<file path="src/rtl/lst_pkg.sv">
package lst_pkg;

    parameter int LIST_W  = 16;
    parameter int GROUP_W = 4;
    parameter int ADDR_W  = 32;
    parameter int STEP    = 4;

    localparam int N_GROUPS = LIST_W / GROUP_W;
    localparam int IDX_W    = $clog2(LIST_W);
    localparam int BIT_W    = $clog2(GROUP_W);
    localparam int GRP_W    = $clog2(N_GROUPS);

    typedef enum logic [1:0] {
        ST_IDLE = 2'd0,
        ST_XFER = 2'd1,
        ST_DONE = 2'd2
    } seq_state_e;

    typedef struct packed {
        logic pre;
        logic up;
    } walk_mode_t;

    typedef struct packed {
        logic [IDX_W-1:0]  reg_idx;
        logic [ADDR_W-1:0] addr;
    } xfer_beat_t;

    // Signed step per accepted transfer, in address width.
    function automatic logic [ADDR_W-1:0] addr_step(walk_mode_t m);
        return m.up ? ADDR_W'(STEP) : (ADDR_W'(0) - ADDR_W'(STEP));
    endfunction

    // Offset from base to the first transfer address.
    function automatic logic [ADDR_W-1:0] first_offset(walk_mode_t m);
        return m.pre ? addr_step(m) : ADDR_W'(0);
    endfunction

    // Offset from the last transfer address to the writeback address.
    function automatic logic [ADDR_W-1:0] final_offset(walk_mode_t m);
        return m.pre ? ADDR_W'(0) : addr_step(m);
    endfunction

endpackage

</file>
<file path="src/rtl/lst_prio_pick.sv">
module lst_prio_pick #(
    parameter int W  = 4,
    parameter int IW = (W > 1) ? $clog2(W) : 1
) (
    input  logic [W-1:0]  vec_i,
    input  logic          up_i,
    output logic [IW-1:0] idx_o,
    output logic          any_o
);

    // up_i=1: lowest set bit wins; up_i=0: highest set bit wins.
    always_comb begin
        idx_o = '0;
        if (up_i) begin
            for (int i = W - 1; i >= 0; i--) begin
                if (vec_i[i]) idx_o = IW'(i);
            end
        end else begin
            for (int i = 0; i < W; i++) begin
                if (vec_i[i]) idx_o = IW'(i);
            end
        end
    end

    assign any_o = |vec_i;

endmodule

</file>
<file path="src/rtl/lst_next_pick.sv">
module lst_next_pick
    import lst_pkg::*;
(
    input  logic [LIST_W-1:0] mask_i,
    input  logic              up_i,
    output logic [IDX_W-1:0]  reg_idx_o,
    output logic              any_o
);

    logic [N_GROUPS-1:0] grp_flag;
    logic [BIT_W-1:0]    bit_idx [N_GROUPS];
    logic [GRP_W-1:0]    grp_sel;

    // First level: one picker per group.
    for (genvar g = 0; g < N_GROUPS; g++) begin : g_group
        lst_prio_pick #(.W(GROUP_W), .IW(BIT_W)) u_bits (
            .vec_i (mask_i[g*GROUP_W +: GROUP_W]),
            .up_i  (up_i),
            .idx_o (bit_idx[g]),
            .any_o (grp_flag[g])
        );
    end

    // Second level: pick among non-empty groups.
    lst_prio_pick #(.W(N_GROUPS), .IW(GRP_W)) u_groups (
        .vec_i (grp_flag),
        .up_i  (up_i),
        .idx_o (grp_sel),
        .any_o (any_o)
    );

    assign reg_idx_o = {grp_sel, bit_idx[grp_sel]};

endmodule

</file>
<file path="src/rtl/lst_addr_walk.sv">
module lst_addr_walk
    import lst_pkg::*;
(
    input  logic              clk,
    input  logic              rst,
    input  logic              load_i,
    input  logic [ADDR_W-1:0] base_i,
    input  walk_mode_t        mode_i,
    input  logic              adv_i,
    output logic [ADDR_W-1:0] addr_o,
    output logic [ADDR_W-1:0] wb_next_o
);

    walk_mode_t        mode_q;
    logic [ADDR_W-1:0] addr_q;

    always_ff @(posedge clk) begin
        if (rst) begin
            mode_q <= '0;
            addr_q <= '0;
        end else if (load_i) begin
            mode_q <= mode_i;
            addr_q <= base_i + first_offset(mode_i);
        end else if (adv_i) begin
            addr_q <= addr_q + addr_step(mode_q);
        end
    end

    assign addr_o    = addr_q;
    assign wb_next_o = addr_q + final_offset(mode_q);

endmodule

</file>
<file path="src/rtl/lst_block_seq.sv">
module lst_block_seq
    import lst_pkg::*;
(
    input  logic              clk,
    input  logic              rst,
    input  logic              start_i,
    input  logic [LIST_W-1:0] list_i,
    input  logic [ADDR_W-1:0] base_i,
    input  logic              pre_i,
    input  logic              up_i,
    output logic              xfer_valid_o,
    input  logic              xfer_ready_i,
    output logic [IDX_W-1:0]  xfer_reg_o,
    output logic [ADDR_W-1:0] xfer_addr_o,
    output logic              done_o,
    output logic [ADDR_W-1:0] wb_addr_o,
    output logic              busy_o
);

    seq_state_e        state_q;
    logic [LIST_W-1:0] mask_q;
    logic              up_q;
    logic [ADDR_W-1:0] wb_q;

    logic              start_ok;
    logic              fire;
    logic [IDX_W-1:0]  pick_idx;
    logic              pick_any;
    logic [LIST_W-1:0] mask_next;
    logic [ADDR_W-1:0] cur_addr;
    logic [ADDR_W-1:0] wb_next;
    walk_mode_t        req_mode;
    xfer_beat_t        beat;

    assign req_mode = '{pre: pre_i, up: up_i};
    assign start_ok = start_i && (state_q == ST_IDLE);
    assign fire     = xfer_valid_o && xfer_ready_i;

    lst_next_pick u_pick (
        .mask_i    (mask_q),
        .up_i      (up_q),
        .reg_idx_o (pick_idx),
        .any_o     (pick_any)
    );

    lst_addr_walk u_walk (
        .clk       (clk),
        .rst       (rst),
        .load_i    (start_ok),
        .base_i    (base_i),
        .mode_i    (req_mode),
        .adv_i     (fire),
        .addr_o    (cur_addr),
        .wb_next_o (wb_next)
    );

    assign mask_next = mask_q & ~(LIST_W'(1) << pick_idx);

    always_ff @(posedge clk) begin
        if (rst) begin
            state_q <= ST_IDLE;
            mask_q  <= '0;
            up_q    <= 1'b0;
            wb_q    <= '0;
        end else begin
            case (state_q)
                ST_IDLE: begin
                    if (start_i) begin
                        mask_q <= list_i;
                        up_q   <= up_i;
                        if (list_i == '0) begin
                            state_q <= ST_DONE;
                            wb_q    <= base_i;
                        end else begin
                            state_q <= ST_XFER;
                        end
                    end
                end
                ST_XFER: begin
                    if (fire) begin
                        mask_q <= mask_next;
                        if (mask_next == '0) begin
                            state_q <= ST_DONE;
                            wb_q    <= wb_next;
                        end
                    end
                end
                ST_DONE: state_q <= ST_IDLE;
                default: state_q <= ST_IDLE;
            endcase
        end
    end

    assign beat.reg_idx = pick_idx;
    assign beat.addr    = cur_addr;

    assign xfer_valid_o = (state_q == ST_XFER) && pick_any;
    assign xfer_reg_o   = beat.reg_idx;
    assign xfer_addr_o  = beat.addr;
    assign done_o       = (state_q == ST_DONE);
    assign busy_o       = (state_q != ST_IDLE);
    assign wb_addr_o    = wb_q;

endmodule

</file>
<file path="config.mk">
export PLATFORM = sky130hd
export DESIGN_NAME = lst_block_seq
export DESIGN_NICKNAME = d
export VERILOG_FILES = /design/src/rtl/lst_pkg.sv /design/src/rtl/lst_prio_pick.sv /design/src/rtl/lst_next_pick.sv /design/src/rtl/lst_addr_walk.sv /design/src/rtl/lst_block_seq.sv
export SDC_FILE = /design/constraint.sdc
export NUM_CORES = 1
export LEC_CHECK = 0
export ABC_AREA = 1
export BUFFER_PORTS_ARGS = -buffer_cell sky130_fd_sc_hd__buf_2
export CAP_MARGIN = 5
export CORE_MARGIN = 8
export CORE_UTILIZATION = 54
export CTS_CLUSTER_DIAMETER = 100
export DETAILED_ROUTE_END_ITERATION = 12
export PLACE_DENSITY = 0.79
export SLEW_MARGIN = 10
export SYNTH_ARGS = -nofsm -noshare
export SYNTH_HDL_FRONTEND = slang
export SYNTH_SLANG_ARGS = --single-unit
</file>
<file path="constraint.sdc">
create_clock -name clk -period 4 [get_ports clk]
set_clock_uncertainty 0.2 [all_clocks]
set_input_delay 0.2 -clock clk [delete_from_list [all_inputs] [get_ports clk]]
set_output_delay 0.2 -clock clk [all_outputs]
set_load 0.02 [all_outputs]
</file>
== Yosys cells after proc, flatten, opt, wreduce, memory -nomap -nowiden ==
Index checks and enable logic that the tools add are counted.
Storage, ports and cells
  register bits after elaboration: 85
  bits of input ports: 54
  output and inout bits: 71
  word-level logic and storage cells: 101
Operators by class
  add/sub/neg operators: 3
  $lt $le $gt $ge: 1
  equal/unequal tests: 6
  shift operators: 1
  multiplexer cells: 62
  bitwise logic cells: 3
  reduce and logical (&&, ||, !) cells: 18
Operators with widths (number)
  2-to-1 mux 32 bit: 10
  adder 32 bit: 3
  2-to-1 mux 2 bit: 41
  case mux 32 bit (2 select lines): 1
  logical NOT 16 bit: 2
  2-to-1 mux 16 bit: 2
  case mux 16 bit (2 select lines): 1
  bitwise AND 16 bit: 1
  inverter 16 bit: 1
  OR reduction 16 bit: 1
  OR reduction 4 bit: 4
  << shifter 1 x 4 -> 16 bit, first input constant: 1
  != test 2 bit, second input constant: 3
  AND reduction 3 bit: 2
  nonzero test 2 bit: 3
  2-to-1 mux 1 bit: 5
  AND reduction 5 bit: 1
  binary-select mux 2 bit (select 2 bit): 1
  case mux 2 bit (2 select lines): 1
  >= comparator 3 bit, second input constant: 1
  logical AND 1 bit: 3
  inverter 2 -> 3 bit: 1
  == test 2 x 1 -> 1 bit, second input constant: 1
  == test 2 bit, second input constant: 1
  3 further kinds: 3

== Depth between registers and ports, before layout ==
  word-level depth: 17
  gate-level depth with buffers: 23

== By module ==
Synthesis repeated with hierarchy kept, for this count alone.
Second synthesis, totals
  cell total of the unflattened synthesis: 1871
  area total of the unflattened synthesis: 10212.3 sq um
By module, submodules not included
  lst_addr_walk: times used 1, cells each 1278, area an instance 6879.1 sq um
  lst_block_seq: times used 1, cells each 499, area an instance 2937.8 sq um
  lst_prio_pick: times used 5, cells each 14, area an instance 60.1 sq um
  lst_next_pick: times used 1, cells each 24, area an instance 95.1 sq um

== Worst setup path before layout ==
No wires, ideal clock.
  path kind: reg2reg
  from: register up_q
  to: register wb_q[20] (netlist: wb_addr_o[20])
  library setup time: 0.113 ns
  arrival time: 3.717 ns
  required time: 3.687 ns
  path slack: -0.031 ns
  stages on the path, launching flop included: 19
  buffers on the path: 1
  period minus slack after synthesis: 4.031 ns
  cells stage by stage: dfxtp_1 buf_2 nor2_1 ha_1 a21oi_1 o21ai_0 nand2_1 nand2_1 a21oi_1 inv_1 a21oi_1 o21ai_0 nand3_1 nand2_1 or2_2 nand3_1 nand2_1 nor2_1 nor2_1
Between the ends
  word-level cells in the longest chain between the ends: 11
  elaborated cells on any way between the ends: 15
  classes of those cells: eq/ne: 1; shift: 1; mux: 8; bitwise: 3; reduce/logical: 2
Ends and longest elaborated chain
  start: declaration: line lst_block_seq.sv:22  | logic up_q;
  start signal: assignment: line lst_block_seq.sv:70  | up_q <= up_i;
  2-to-1 mux 2 bit: line lst_prio_pick.sv:14  | if (up_i) begin
  inverter 2 -> 3 bit (implied by the code): line lst_next_pick.sv:32  | assign reg_idx_o = {grp_sel, bit_idx[grp_sel]};
  binary-select mux 2 bit (select 2 bit): line lst_next_pick.sv:32
  2-to-1 mux 2 bit (implied by the code) (2 in a row): line lst_next_pick.sv:32
  << shifter 1 x 4 -> 16 bit (*): line lst_block_seq.sv:57  | assign mask_next = mask_q & ~(LIST_W'(1) << pick_idx);
  inverter 16 bit (*): line lst_block_seq.sv:57
  bitwise AND 16 bit (*): line lst_block_seq.sv:57
  logical NOT 16 bit (*): line lst_block_seq.sv:82  | if (mask_next == '0) begin
  != test 2 bit (no source line) (*)
  AND reduction 5 bit (no source line) (*)
  end signal: assignment: line lst_block_seq.sv:73  | wb_q <= base_i;
  end signal: assignment: line lst_block_seq.sv:84  | wb_q <= wb_next;
  end: declaration: line lst_block_seq.sv:23  | logic [ADDR_W-1:0] wb_q;
Mark *: on every way between the ends. The rest lies on a longest branch, timed or not. The select of a mux whose other input is x is not followed.
A chain may end at the register's enable or synchronous reset.

== Worst setup path in the final report ==
  from: input port up_i
  to: register u_walk.addr_q[26] (netlist: u_walk.addr_o[26])
Between the ends
  word-level cells in the longest chain between the ends: 4
Ends and longest elaborated chain
  start: declaration: line lst_block_seq.sv:10  | input logic up_i,
  2-to-1 mux 32 bit: line lst_pkg.sv:31  | return m.up ? ADDR_W'(STEP) : (ADDR_W'(0) - ADDR_W'(STEP));
  2-to-1 mux 32 bit: line lst_pkg.sv:36  | return m.pre ? addr_step(m) : ADDR_W'(0);
  adder 32 bit: line lst_addr_walk.sv:23  | addr_q <= base_i + first_offset(mode_i);
  2-to-1 mux 32 bit: line lst_addr_walk.sv:21  | end else if (load_i) begin
  end signal: assignment: line lst_addr_walk.sv:23
  end signal: assignment: line lst_addr_walk.sv:25  | addr_q <= addr_q + addr_step(mode_q);
  end: declaration: line lst_addr_walk.sv:15  | logic [ADDR_W-1:0] addr_q;
Every way passes these cells.

==> flow_summary.json <==
{
  "max-vdd-ir-drop_v": 0.000320,
  "syn-num-nets": 1618,
  "hp-start": "base_i[24]",
  "crit_type": "input pin to flop",
  "cts.sinks": 84,
  "synth_cells": 1475,
  "cp_slowest_cell": "dlygate4sd3_1",
  "dp.cells": 1791,
  "path_max_fanout": 26,
  "antenna_found_initial": 0,
  "synth_area_um2": 8900,
  "min_period_ns": 3.68,
  "worst_pin_slew_ns": 0.735,
  "min_path_type": "input pin to flop",
  "clockBufferDepth": 2,
  "async_flop_share_pct": 0,
  "antennaDiodeCount": 0,
  "num_vias": 10500,
  "drt_wl_total_um": 30300,
  "nets": 1748,
  "avgSynthCellArea_um2": 6.03,
  "hold_viol_final": 0,
  "ys_seq_elements": 84,
  "cts_max_level": 3,
  "fin_area_um2": 10300,
  "grt_first_pass_wirelength_um": 47100,
  "grt_pass1_vias": 9881,
  "io_buffers": 124,
  "pin_count": 125,
  "max_slew_margin_pct": 51.0,
  "viasPerCell": 5.74,
  "start_util_pct": 54.4,
  "dieArea_um2": 20800,
  "core-area_um2": 16300,
  "syn_to_final_growth_pct": 15.2,
  "die_w_um": 144,
  "synth_warnings": 0,
  "critPathCapture": "u_walk.addr_o[26]",
  "final_common_cell": "nand2_1",
  "regToRegSetupSlack_ns": 0.60,
  "hold_slack_ns": 0.00918,
  "ys_types": 48,
  "clk_pin_slew_ns": 0.07,
  "cp-end-kind": "flop",
  "utilization_pct": 62.7,
  "wl_per_cell_um": 16.5,
  "maxSlewViolCount": 0,
  "hpwlAfterDp_um": 23200,
  "drtIter0Drc": 753,
  "insertion_delay_ns": 0.36,
  "drtPass1Iterations": 6,
  "rsz0062_at_grt": "false",
  "drc": 0,
  "outcome": "completed",
  "clockRootBuffer": "clkbuf_16",
  "ff2ff_path_depth": 15,
  "grt_max_degree": 65,
  "setup_tns_ns": 0,
  "cts_setup_buffers": 0,
  "antenna_left": 0,
  "grt_use_total_pct": 28.5,
  "cts_buffers": 9,
  "maxCapViolCount": 0,
  "cts_tree": "done",
  "seq_area_frac_synth_pct": 18.9,
  "rr_endpoint": "wb_addr_o[20]",
  "max_freq_mhz": 272,
  "power_density_nw_per_um2": 573,
  "r2r_start": "up_q",
  "fillers": 1663,
  "layout_common_cells": "nand2_1, a21oi_1, nor2_1",
  "power.leakage_nw": 5.29,
  "final.period_utilization_pct": 92.1,
  "drive_gt1_share_pct": 12.3,
  "critPathRequiredTime_ns": 4.08,
  "crit_path_cell_trace": "dlygate4sd3_1, buf_2, nor2_2, buf_4, ha_1, inv_1, o21bai_1, a21oi_1, o21ai_0, a21boi_0, inv_1, a21oi_1, o21ai_0, a21oi_1, o21ai_0, a31oi_1",
  "overflow": 0,
  "critical_path.startpoint": "up_i",
  "dominantRegCellSynth": "dfxtp_1",
  "max_stage_delay_ns": 0.54,
  "synth_edf_count": 0,
  "arrival_ns": 3.77,
  "crit_path_start_kind": "input pin",
  "setup_viol": 0,
  "fp.dieH_um": 144,
  "final_cells": 1830,
  "gp_congestion": 0.989,
  "placed_cell_area_um2": 9750,
  "rows": 47
}
[area by class of cell]
type	count	area [µm²]	share of cell area, %
Multi-Input combinational cell	1190	6450	62.9
Sequential cell	84	1680	16.4
Timing Repair Buffer	162	976	9.52
Inverter	158	593	5.78
Tap cell	220	275	2.68
Clock buffer	11	243	2.37
Clock inverter	5	32.5	0.317
[cell usage after synthesis, types with 4 or more instances]
| cell type | n | share of area (%) |
|---|---|---|
| o31ai_1 | 4 | 0.34 |
| nand3_1 | 54 | 3.0 |
| or2_2 | 20 | 1.4 |
| buf_2 | 4 | 0.22 |
| a21oi_1 | 172 | 9.7 |
| o211ai_1 | 8 | 0.67 |
| o221ai_1 | 5 | 0.49 |
| inv_1 | 152 | 6.4 |
| dfxtp_1 | 84 | 19 |
| a31oi_1 | 23 | 1.6 |
| o21bai_1 | 6 | 0.51 |
| ha_1 | 86 | 12 |
| nor4_1 | 7 | 0.49 |
| clkbuf_1 | 34 | 1.4 |
| o21a_1 | 10 | 0.84 |
| nor2_1 | 162 | 6.8 |
| a21o_1 | 6 | 0.51 |
| nor3_1 | 13 | 0.73 |
| xor2_1 | 18 | 1.8 |
| nand2_1 | 359 | 15 |
| nand4_1 | 27 | 1.9 |
| a21boi_0 | 6 | 0.51 |
| xnor2_1 | 12 | 1.2 |
| o21ai_0 | 154 | 8.7 |
| inv_2 | 4 | 0.17 |
| a211oi_1 | 8 | 0.67 |
| nand2_2 | 5 | 0.35 |
[how the worst min path moves through the flow]
stage,endpoint,slack [ns],cells after the start
floorplan,u_walk.addr_o[5],0.07,1
global placement,u_walk.addr_o[0],0.25,3
detailed placement,u_walk.addr_o[0],0.25,3
CTS,wb_addr_o[8],0.008,5
global route,wb_addr_o[24],0.03,5
finish,wb_addr_o[24],0.009,5
[metrics by stage]
stage | power [mW] | setup slack, ns
after floorplan | 3.98 | 0.311
after global placement | 4.91 | 0.525
after detailed placement | 4.95 | 0.433
after CTS | 5.81 | 0.401
after global routing | 6.39 | 0.0227
final | 5.88 | 0.317
[routing by layer]
metal  global-route usage, %  wire length [µm]  vias to the layer above
li1                        -                 -                     5263
met1                    34.5             12800                     4778
met2                    49.6             14600                      403
met3                    3.93              2100                       69
met4                    11.9               827                        0
met5                       0                 0                        -
[power by group]
part	total, mW	switching (mW)	leakage [nW]	internal [mW]
logic	3.83	2.52	4.46	1.31
registers	1.22	0.222	0.693	1.00
clock network	0.826	0.386	0.140	0.440
total	5.88	3.13	5.29	2.75
[worst max-delay path: cells and delay by family]
| kind | cells | cell delay, ns |
|---|---|---|
| compound gates | 9 | 1.72 |
| fa+ha+maj | 1 | 0.35 |
| buf+inv | 5 | 1.22 |
| simple gates | 1 | 0.25 |
[repair_timing]
item | CTS | global route
hold endpoints to repair | 27 | 0
hold buffers | 23 | 0
resized for setup | 0 | 1
endpoints found under the setup margin | 0 | 1
[sequential cells by signal, indices dropped and copies added (netlist names)]
signal and cells:
u_walk.addr_o 32, state_q 2, u_walk.mode_q 1, up_q 1, wb_addr_o 32, mask_q 16
[kinds of logic (layout without fill, tap and decap cells)]
group | after synthesis | after routing | share of synthesized area (%)
AND/OR/NAND/NOR | 658 | 658 | 30.9
AO/OA/AOI/OAI | 413 | 413 | 25.7
buffers and inverters | 201 | 336 | 8.74
adder cells (fa/ha/maj) | 89 | 89 | 12.8
flip-flops | 84 | 84 | 18.9
XOR/XNOR | 30 | 30 | 2.95
Note: power is estimated with default switching activity, not from simulation.
